[config.mk]
export PLATFORM = sky130hd
export DESIGN_NAME = tmr_top
export DESIGN_NICKNAME = d
export VERILOG_FILES = /design/src/rtl/tmr_pkg.sv /design/src/rtl/tmr_dn_cnt.sv /design/src/rtl/tmr_ctrl.sv /design/src/rtl/tmr_top.sv
export SDC_FILE = /design/constraint.sdc
export NUM_CORES = 1
export LEC_CHECK = 0
export ABC_AREA = 1
export ABC_CLOCK_PERIOD_IN_PS = 1910
export BUFFER_PORTS_ARGS = -buffer_cell sky130_fd_sc_hd__buf_2
export CAP_MARGIN = 10
export CORE_MARGIN = 5
export CORE_UTILIZATION = 60
export DETAILED_ROUTE_END_ITERATION = 8
export GPL_TIMING_DRIVEN = 1
export PLACE_DENSITY = 0.89
export SLEW_MARGIN = 20
export SYNTH_ARGS = -nofsm -noshare
export SYNTH_HDL_FRONTEND = slang
export SYNTH_SLANG_ARGS = --single-unit
[constraint.sdc]
create_clock -name clk_i -period 1.91 [get_ports clk_i]
set_input_delay 0.2865 -clock clk_i [delete_from_list [all_inputs] [get_ports clk_i]]
set_output_delay 0.2865 -clock clk_i [all_outputs]
set_load 0.005 [all_outputs]
[src/rtl/tmr_pkg.sv]
package tmr_pkg;
  typedef enum logic [1:0] {
    MODE_WIDE     = 2'b00,
    MODE_BAUD     = 2'b01,
    MODE_PWM      = 2'b10,
    MODE_WIDE_ALT = 2'b11
  } tmr_mode_e;
endpackage

[src/rtl/tmr_dn_cnt.sv]
module tmr_dn_cnt #(
  parameter int W = 8
) (
  input  logic         clk_i,
  input  logic         rst_ni,
  input  logic         load_i,
  input  logic         dec_i,
  input  logic [W-1:0] val_i,
  output logic [W-1:0] cnt_o,
  output logic         zero_o
);
  logic [W-1:0] cnt_q;

  always_ff @(posedge clk_i or negedge rst_ni) begin
    if (!rst_ni)     cnt_q <= '0;
    else if (load_i) cnt_q <= val_i;
    else if (dec_i)  cnt_q <= cnt_q - 1'b1;
  end

  assign cnt_o  = cnt_q;
  assign zero_o = (cnt_q == '0);

  // never step through zero; reload must own that cycle
  assert_dec_nonzero_R3: assert property (@(posedge clk_i) disable iff (!rst_ni)
    dec_i |-> (!zero_o && !load_i));
endmodule

[src/rtl/tmr_ctrl.sv]
module tmr_ctrl
  import tmr_pkg::*;
(
  input  logic      clk_i,
  input  logic      rst_ni,
  input  logic      en_i,
  input  tmr_mode_e mode_i,
  input  logic      ext_src_i,
  input  logic      ext_clk_i,
  input  logic      lo_zero_i,
  input  logic      hi_zero_i,
  input  logic      wd_zero_i,
  output logic      lo_load_o,
  output logic      lo_dec_o,
  output logic      hi_load_o,
  output logic      hi_dec_o,
  output logic      wd_load_o,
  output logic      wd_dec_o,
  output logic      out_o,
  output logic      eow_o
);
  logic en_q, out_q, eow_q;
  logic start, run, tgl, eow_set, out_d, wd_tick, lo_tick;

  assign start = en_i & ~en_q;
  assign run   = en_i & en_q;

  always_comb begin
    lo_load_o = 1'b0;
    lo_dec_o  = 1'b0;
    hi_load_o = 1'b0;
    hi_dec_o  = 1'b0;
    wd_load_o = 1'b0;
    wd_dec_o  = 1'b0;
    tgl       = 1'b0;
    eow_set   = 1'b0;
    lo_tick   = run & lo_zero_i;
    wd_tick   = run & (ext_src_i ? ext_clk_i : 1'b1);
    case (mode_i)
      MODE_BAUD: begin
        lo_load_o = start | lo_tick;
        lo_dec_o  = run & ~lo_zero_i;
        hi_load_o = start | (lo_tick & hi_zero_i);
        hi_dec_o  = lo_tick & ~hi_zero_i;
        tgl       = lo_tick;
        eow_set   = lo_tick & hi_zero_i;
      end
      MODE_PWM: begin
        // low byte times the high phase, high byte the low phase
        lo_load_o = start | (run & ~out_q & hi_zero_i);
        lo_dec_o  = run & out_q & ~lo_zero_i;
        hi_load_o = run & out_q & lo_zero_i;
        hi_dec_o  = run & ~out_q & ~hi_zero_i;
        tgl       = run & ((out_q & lo_zero_i) | (~out_q & hi_zero_i));
      end
      default: begin
        wd_load_o = start | (wd_tick & wd_zero_i);
        wd_dec_o  = wd_tick & ~wd_zero_i;
        tgl       = ext_src_i ? wd_tick : (wd_tick & wd_zero_i);
        eow_set   = ext_src_i & wd_tick & wd_zero_i;
      end
    endcase
  end

  always_comb begin
    if (start)    out_d = (mode_i == MODE_PWM);
    else if (tgl) out_d = ~out_q;
    else          out_d = out_q;
  end

  always_ff @(posedge clk_i or negedge rst_ni) begin
    if (!rst_ni) begin
      en_q  <= 1'b0;
      out_q <= 1'b0;
      eow_q <= 1'b0;
    end else begin
      en_q <= en_i;
      if (!en_i) begin
        out_q <= 1'b0;
        eow_q <= 1'b0;
      end else begin
        out_q <= out_d;
        eow_q <= eow_set;
      end
    end
  end

  assign out_o = out_q;
  assign eow_o = eow_q;

  assert_off_quiet_R2: assert property (@(posedge clk_i) disable iff (!rst_ni)
    !en_i |=> (!out_q && !eow_q));
  assert_pwm_starts_high_R5: assert property (@(posedge clk_i) disable iff (!rst_ni)
    (start && mode_i == MODE_PWM) |=> out_q);
  assert_eow_with_toggle_R4: assert property (@(posedge clk_i) disable iff (!rst_ni)
    eow_q |-> (out_q != $past(out_q)));
  assert_wide_timer_no_eow_R6: assert property (@(posedge clk_i) disable iff (!rst_ni)
    (en_i && !ext_src_i && (mode_i == MODE_WIDE || mode_i == MODE_WIDE_ALT)) |=> !eow_q);
  assert_ext_idle_hold_R7: assert property (@(posedge clk_i) disable iff (!rst_ni)
    (run && ext_src_i && !ext_clk_i && (mode_i == MODE_WIDE || mode_i == MODE_WIDE_ALT))
      |=> $stable(out_q));
endmodule

[src/rtl/tmr_top.sv]
module tmr_top
  import tmr_pkg::*;
#(
  parameter int CNT_W = 16
) (
  input  logic             clk_i,
  input  logic             rst_ni,
  input  logic             en_i,
  input  logic [1:0]       mode_i,
  input  logic [CNT_W-1:0] cmp_i,
  input  logic             ext_src_i,
  input  logic             ext_clk_i,
  output logic             tmr_o,
  output logic             shift_clk_o,
  output logic             eow_o
);
  localparam int HALF_W = CNT_W / 2;

  tmr_mode_e mode;
  logic [1:0] half_load, half_dec, half_zero;
  logic [HALF_W-1:0] half_val [2];
  logic [HALF_W-1:0] half_cnt [2];
  logic wd_load, wd_dec, wd_zero;
  logic [CNT_W-1:0] wd_cnt;
  logic out;

  assign mode = tmr_mode_e'(mode_i);

  // index 0: low byte, index 1: high byte
  for (genvar g = 0; g < 2; g++) begin : g_half
    assign half_val[g] = cmp_i[g*HALF_W +: HALF_W];
    tmr_dn_cnt #(.W(HALF_W)) u_cnt (
      .clk_i  (clk_i),
      .rst_ni (rst_ni),
      .load_i (half_load[g]),
      .dec_i  (half_dec[g]),
      .val_i  (half_val[g]),
      .cnt_o  (half_cnt[g]),
      .zero_o (half_zero[g])
    );
  end

  tmr_dn_cnt #(.W(CNT_W)) u_wide (
    .clk_i  (clk_i),
    .rst_ni (rst_ni),
    .load_i (wd_load),
    .dec_i  (wd_dec),
    .val_i  (cmp_i),
    .cnt_o  (wd_cnt),
    .zero_o (wd_zero)
  );

  tmr_ctrl u_ctrl (
    .clk_i     (clk_i),
    .rst_ni    (rst_ni),
    .en_i      (en_i),
    .mode_i    (mode),
    .ext_src_i (ext_src_i),
    .ext_clk_i (ext_clk_i),
    .lo_zero_i (half_zero[0]),
    .hi_zero_i (half_zero[1]),
    .wd_zero_i (wd_zero),
    .lo_load_o (half_load[0]),
    .lo_dec_o  (half_dec[0]),
    .hi_load_o (half_load[1]),
    .hi_dec_o  (half_dec[1]),
    .wd_load_o (wd_load),
    .wd_dec_o  (wd_dec),
    .out_o     (out),
    .eow_o     (eow_o)
  );

  assign tmr_o       = out;
  assign shift_clk_o = out & (mode != MODE_PWM);

  assert_reset_quiet_R1: assert property (@(posedge clk_i)
    !rst_ni |-> (!tmr_o && !eow_o));
  assert_shift_follows_R10: assert property (@(posedge clk_i) disable iff (!rst_ni)
    (mode != MODE_PWM) |-> (shift_clk_o == tmr_o));
endmodule

Word level (Yosys, flattened, before mapping)
Cells that the tools add are included.
- register bits after elaboration: 35
- input port bits: 23
- word-level logic and storage cells: 71
- equality and inequality tests: 4
- reductions and logical operators: 7
- bitwise operators: 31
- mux-type cells: 20
- $add $sub $neg: 3
- operators by type and width (operator ; number):
    $mux W16 ; 2
    $mux W8 ; 4
    $and A1 B1 Y1 ; 21
    $logic_not A16 Y1 ; 1
    $logic_not A8 Y1 ; 2
    $sub A16 B1 Y16 const B ; 1
    $sub A8 B1 Y8 const B ; 2
    $pmux W1 S2 ; 6
    $mux W1 ; 8
    $reduce_bool A2 Y1 ; 3
    $not A1 Y1 ; 5
    $or A1 B1 Y1 ; 5
    $ne A3 B1 Y1 const B ; 1
    $eq A2 B1 Y1 const B ; 1
    $eq A2 B2 Y1 const B ; 1
    $ne A2 B2 Y1 const B ; 1
    $reduce_or A2 Y1 ; 1

Longest topological paths before layout
- depth in word-level cells: 8
- depth in mapped cells: 13
- gate-level depth less buffers: 12

Cells and area by module
Synthesis repeated with hierarchy kept, for this count alone.
- cell total of the unflattened synthesis: 357
- area, all modules: 2507.4 um^2
- by module, submodules not included (module ; cells an instance ; area each (um^2) ; seq. area each (um^2) ; times used):
    tmr_dn_cnt (u_wide) ; 156 ; 1093.5 ; 400.4 ; 1
    tmr_dn_cnt (g_half[0].u_cnt ...) ; 73 ; 540.5 ; 200.2 ; 2
    tmr_ctrl ; 52 ; 316.6 ; 75.1 ; 1
    tmr_top ; 3 ; 16.3 ; 0.0 ; 1

Least setup slack after synthesis
OpenSTA, ideal clock, no wires.
- kind: input port to flip-flop
- start: in mode_i[0]
- end: reg u_ctrl.out_q (netlist: u_ctrl.out_o)
- arrival: 1.482 ns
- buffers on the path: 1
- slack: 0.311 ns
- library setup time: 0.117 ns
- cell stages on the path: 9
- required time: 1.793 ns
- cells stage by stage: inv_1 > ha_1 > inv_1 > clkbuf_1 > nand2_1 > o21ai_0 > nand2_1 > nand2_1 > nand2_1
- cells in the longest elaborated chain, start to end: 3
- elaborated cells on any way between the ends: 6
- classes of those cells: eq/ne: 3; mux: 3
- ends and longest elaborated chain (item ; line ; source):
    start, declared ; tmr_top.sv:9 ; input logic [1:0] mode_i,
    $eq A2 B2 Y1 / $eq A2 B1 Y1 (equally long branches) ; tmr_ctrl.sv:39, tmr_ctrl.sv:66 ;
    $pmux W1 S2 / $mux W1 (equally long branches) ; tmr_ctrl.sv:39, tmr_ctrl.sv:66 ;
    $ne A3 B1 Y1 (no source line) / $mux W1 (equally long branches) ; -- ;
    end signal, assigned ; tmr_ctrl.sv:82 ; out_q <= out_d;
    end, declared ; tmr_ctrl.sv:22 ; logic en_q, out_q, eow_q;
Several ways; a longest one is shown, not always the timed one.
A chain may end at the register's enable or synchronous reset.

Worst setup path in the final report
- start: reg u_wide.cnt_q[0] (netlist: u_wide.cnt_o[0])
- end: reg u_wide.cnt_q[15] (netlist: u_wide.cnt_o[15])
- cells in the longest elaborated chain, start to end: 5
- elaborated cells on any way between the ends: 11
- classes of those cells: add/sub: 1; mux: 4; bitwise: 4; reduce/logical: 2
- ends and longest elaborated chain (item ; line ; source):
    start, declared ; tmr_dn_cnt.sv:12 ; logic [W-1:0] cnt_q;
    start signal, assigned ; tmr_dn_cnt.sv:16 ; else if (load_i) cnt_q <= val_i;
    start signal, assigned ; tmr_dn_cnt.sv:17 ; else if (dec_i) cnt_q <= cnt_q - 1'b1;
    parallel branches: the longest is 5 deep, another holds $sub A16 B1 Y16 ; -- ;
Parallel ways; which one is timed is not known. The select of a mux whose other input is x is not followed.

==> flow_metrics.py <==
metrics = {
    "sta": {
        "min_period_over_period_pct": 91.7,
        "max-slew-margin-rel_pct": 46.7,
        "fmax_mhz": 571,
        "timing.final.ws_setup_ps": 159,
        "hold_viol": 0,
        "clock_skew_ps": 14.8,
        "setup_viol": 0,
        "slew_violations": 0,
        "worst_slew_pin_slew_ps": 799,
        "fin_crit_ps": 1750,
    },
    "global_routing": {
        "antenna_found_initial": 0,
        "first_global_vias": 2415,
        "grt_max_degree": 36,
        "grt_pass1_wl_um": 10600,
        "grt_use_met2_pct": 35.5,
        "grt_overflow_total": 0,
        "grt_use_met1_pct": 28.2,
        "grt_busiest_layer": "met2",
        "met3_usage_pct": 4.05,
        "grt.total_usage_pct": 21.3,
    },
    "synthesis": {
        "yosys.area.top_type_share_pct": 32.0,
        "ys_top_cells_by_count": "131 x nand2_1, 51 x nand3_1, 47 x inv_1, 37 x nor2_1, 35 x dfrtp_1",
        "yosysSeqAreaShare_pct": 32.0,
        "synth-edff-count": 0,
        "async_flop_share_pct": 100,
        "synth-main-ff-cell": "dfrtp_1",
        "netlist_area_um2": 2740,
        "synth_top_cell_by_area": "dfrtp_1",
        "ys_warn_count": 0,
        "synth_most_common_cell": "nand2_1",
        "netlist_instances": 407,
        "yosys.cell_types.count": 34,
        "syn_nets": 437,
        "synthTopCellsByArea": "dfrtp_1 32%, nand2_1 18%, nand3_1 9.3%",
        "avgSynthCellArea_um2": 6.73,
        "synth-seq-cells": 35,
    },
    "drt": {
        "via_per_inst": 5.25,
        "wirelength_um": 6240,
        "ant_nets": 0,
        "firstDrtPassIters": 5,
        "via_count": 2587,
        "first_iter_violations": 207,
        "drc": 0,
        "wl_per_cell_um": 12.7,
    },
    "clock_network": {
        "root_buffer": "clkbuf_8",
        "clock_sinks": 35,
        "cts_made_buffers": 5,
        "cts_buffer_depth": 2,
        "tritoncts": "built",
        "ctsHtreeMaxLevel": 2,
        "clk_pin_slew_ps": 80,
        "postCtsHoldBufs": 0,
        "clock_latency_ps": 300,
    },
    "floorplan": {
        "fp.dieH_um": 77.6,
        "io_pins": 26,
        "die-area_um2": 6020,
        "die_x_um": 77.6,
        "start_util_pct": 62.5,
        "core_um2": 4380,
        "rows": 24,
    },
    "placement": {
        "pre_cts_ws_ps": 131,
        "placed_cell_area_um2": 2920,
        "dp_cells": 482,
        "gp_congestion": 0.903,
        "portBuffers": 25,
        "dp_hpwl_um": 4640,
    },
    "worst_setup_path": {
        "required_ps": 2100,
        "cpPeakStageDelay_ps": 390,
        "cp_top_family": "simple AND/OR/NAND/NOR gates",
        "end_kind": "register",
        "r2r_end": "u_wide.cnt_o[15]",
        "path_buf_inv": 3,
        "reg2reg_slack_ps": 160,
        "critical_path.max_fanout": 7,
        "rr_worst_depth": 11,
        "r2r-start": "u_wide.cnt_o[0]",
        "crit_path_start_kind": "register",
        "critPathLaunch": "u_wide.cnt_o[0]",
        "endpoint": "u_wide.cnt_o[15]",
        "cp_cell_sequence": "inv_1, ha_1, nand2_1, nor2_2, nand4_4, nand2_8, buf_4, buf_4, a21oi_1, nand2_1, nand2_1",
        "critPathArrivalTime_ps": 1940,
        "cp_num_cells": 11,
        "crit_slowest_cell": "dfrtp_1",
        "crit_type": "reg -> reg",
        "cpMostUsedCell": "nand2_1",
    },
    "pwr": {
        "vdd_drop_max_mv": 0.687,
        "leakage_uw": 0.00169,
        "power-per-cell-area_nw_per_um2": 1150,
    },
    "cells_and_area": {
        "layout-drive-gt1-share_pct": 17.0,
        "final-instance-count-excl-fill": 493,
        "area_growth_pct": 11.2,
        "design_area_um2": 3050,
        "diodes": 0,
        "final_core_util_pct": 69.5,
        "finalNetCount": 471,
    },
    "run_status": {
        "outcome": "completed",
    },
    "job": {
        "cap_violations": 0,
    },
    "worst_hold_path": {
        "hold_class": "in -> async",
    },
}
==> cell usage in the layout, fill, tap and decap left out, types with 2 or more instances in the layout <==
cell type  count
ha_1           6
or2_1          2
nand2_1      131
xnor2_1        6
nor2_2         6
o21ai_2        2
inv_1         47
nand2_4        4
nor3_1         4
nand3_1       51
inv_2          7
nor2_4         4
a21oi_1        8
o21ai_1        4
nor2_1        37
dfrtp_1       35
o21ai_0       12
xor2_1        12
clkbuf_8       6
buf_2         25
nand3b_1       5
buf_4          8
nand2_2        6
==> repair_timing <==
item	in CTS	in global routing
buffers inserted	0	4
endpoints found under the setup margin	0	10
resized for setup	0	2
==> registers in the layout, summed over array words and instances, names as in the netlist <==
register / flops
g_half.u_cnt.cnt_o: 16
u_wide.cnt_o: 16
u_ctrl.en_q: 1
u_ctrl.eow_o: 1
u_ctrl.out_o: 1
==> area by class of cell <==
| cell class | instances | area, um^2 |
|---|---|---|
| fill | 370 | 1340 |
| tap | 52 | 65.1 |
| timing repair buffer | 33 | 185 |
| clock buffer | 6 | 82.6 |
| multi-input combinational | 312 | 1630 |
| clock inverter | 1 | 5.00 |
| sequential | 35 | 876 |
| inverter | 54 | 203 |
==> worst register-to-register path, cell delays in order (launching register included) <==
cell and delay, ps:
dfrtp_1 390, inv_1 120, ha_1 180, nand2_1 70, nor2_2 180, nand4_4 160
nand2_8 130, buf_4 150, buf_4 110, a21oi_1 50, nand2_1 60, nand2_1 50
==> metal layers <==
layer,wire (um),share of wire [%],vias up
met1,2800,45,1152
met3,368,5.9,11
li1,-,-,1344
met5,0,0,-
met4,100,1.6,0
met2,2980,48,80
==> stage by stage <==
step	power, uW	hold slack [ps]	TNS [ps]
3_3_place_gp	2850	418	0
5_1_grt	3820	137	-19.3
3_5_place_dp	2920	416	0
6_report	3510	70.0	0
4_1_cts	3490	93.1	0
2_1_floorplan	2570	-9.09	0
==> cell families (layout without fill, tap and decap cells) <==
group	count (synthesis)	after routing	share of synthesized area [%]
AO/OA/AOI/OAI	29	29	5.76
XOR/XNOR	18	18	5.76
adder cells (fa/ha/maj)	7	7	3.20
buffers and inverters	60	94	8.95
flip-flops	35	35	32.0
AND/OR/NAND/NOR	258	258	44.4
==> worst min path at each step <==
| stage | end | slack (ps) |
|---|---|---|
| after CTS | u_ctrl.eow_o | 90 |
| final | u_ctrl.eow_o | 70 |
| after global routing | u_ctrl.en_q | 140 |
| after detailed placement | g_half[0].u_cnt.cnt_o[5] | 420 |
| after floorplan | g_half[0].u_cnt.cnt_o[0] | -9 |
| after global placement | g_half[0].u_cnt.cnt_o[5] | 420 |
==> power by group <==
part / internal, uW / leakage (uW) / total, uW / switching, uW
Sequential: 1030 / 0.000433 / 1370 / 339
Clock: 283 / 0.0000470 / 567 / 283
Combinational: 637 / 0.00121 / 1580 / 940
Total: 1950 / 0.00169 / 3510 / 1560
Note: power is estimated with default switching activity, not from simulation.
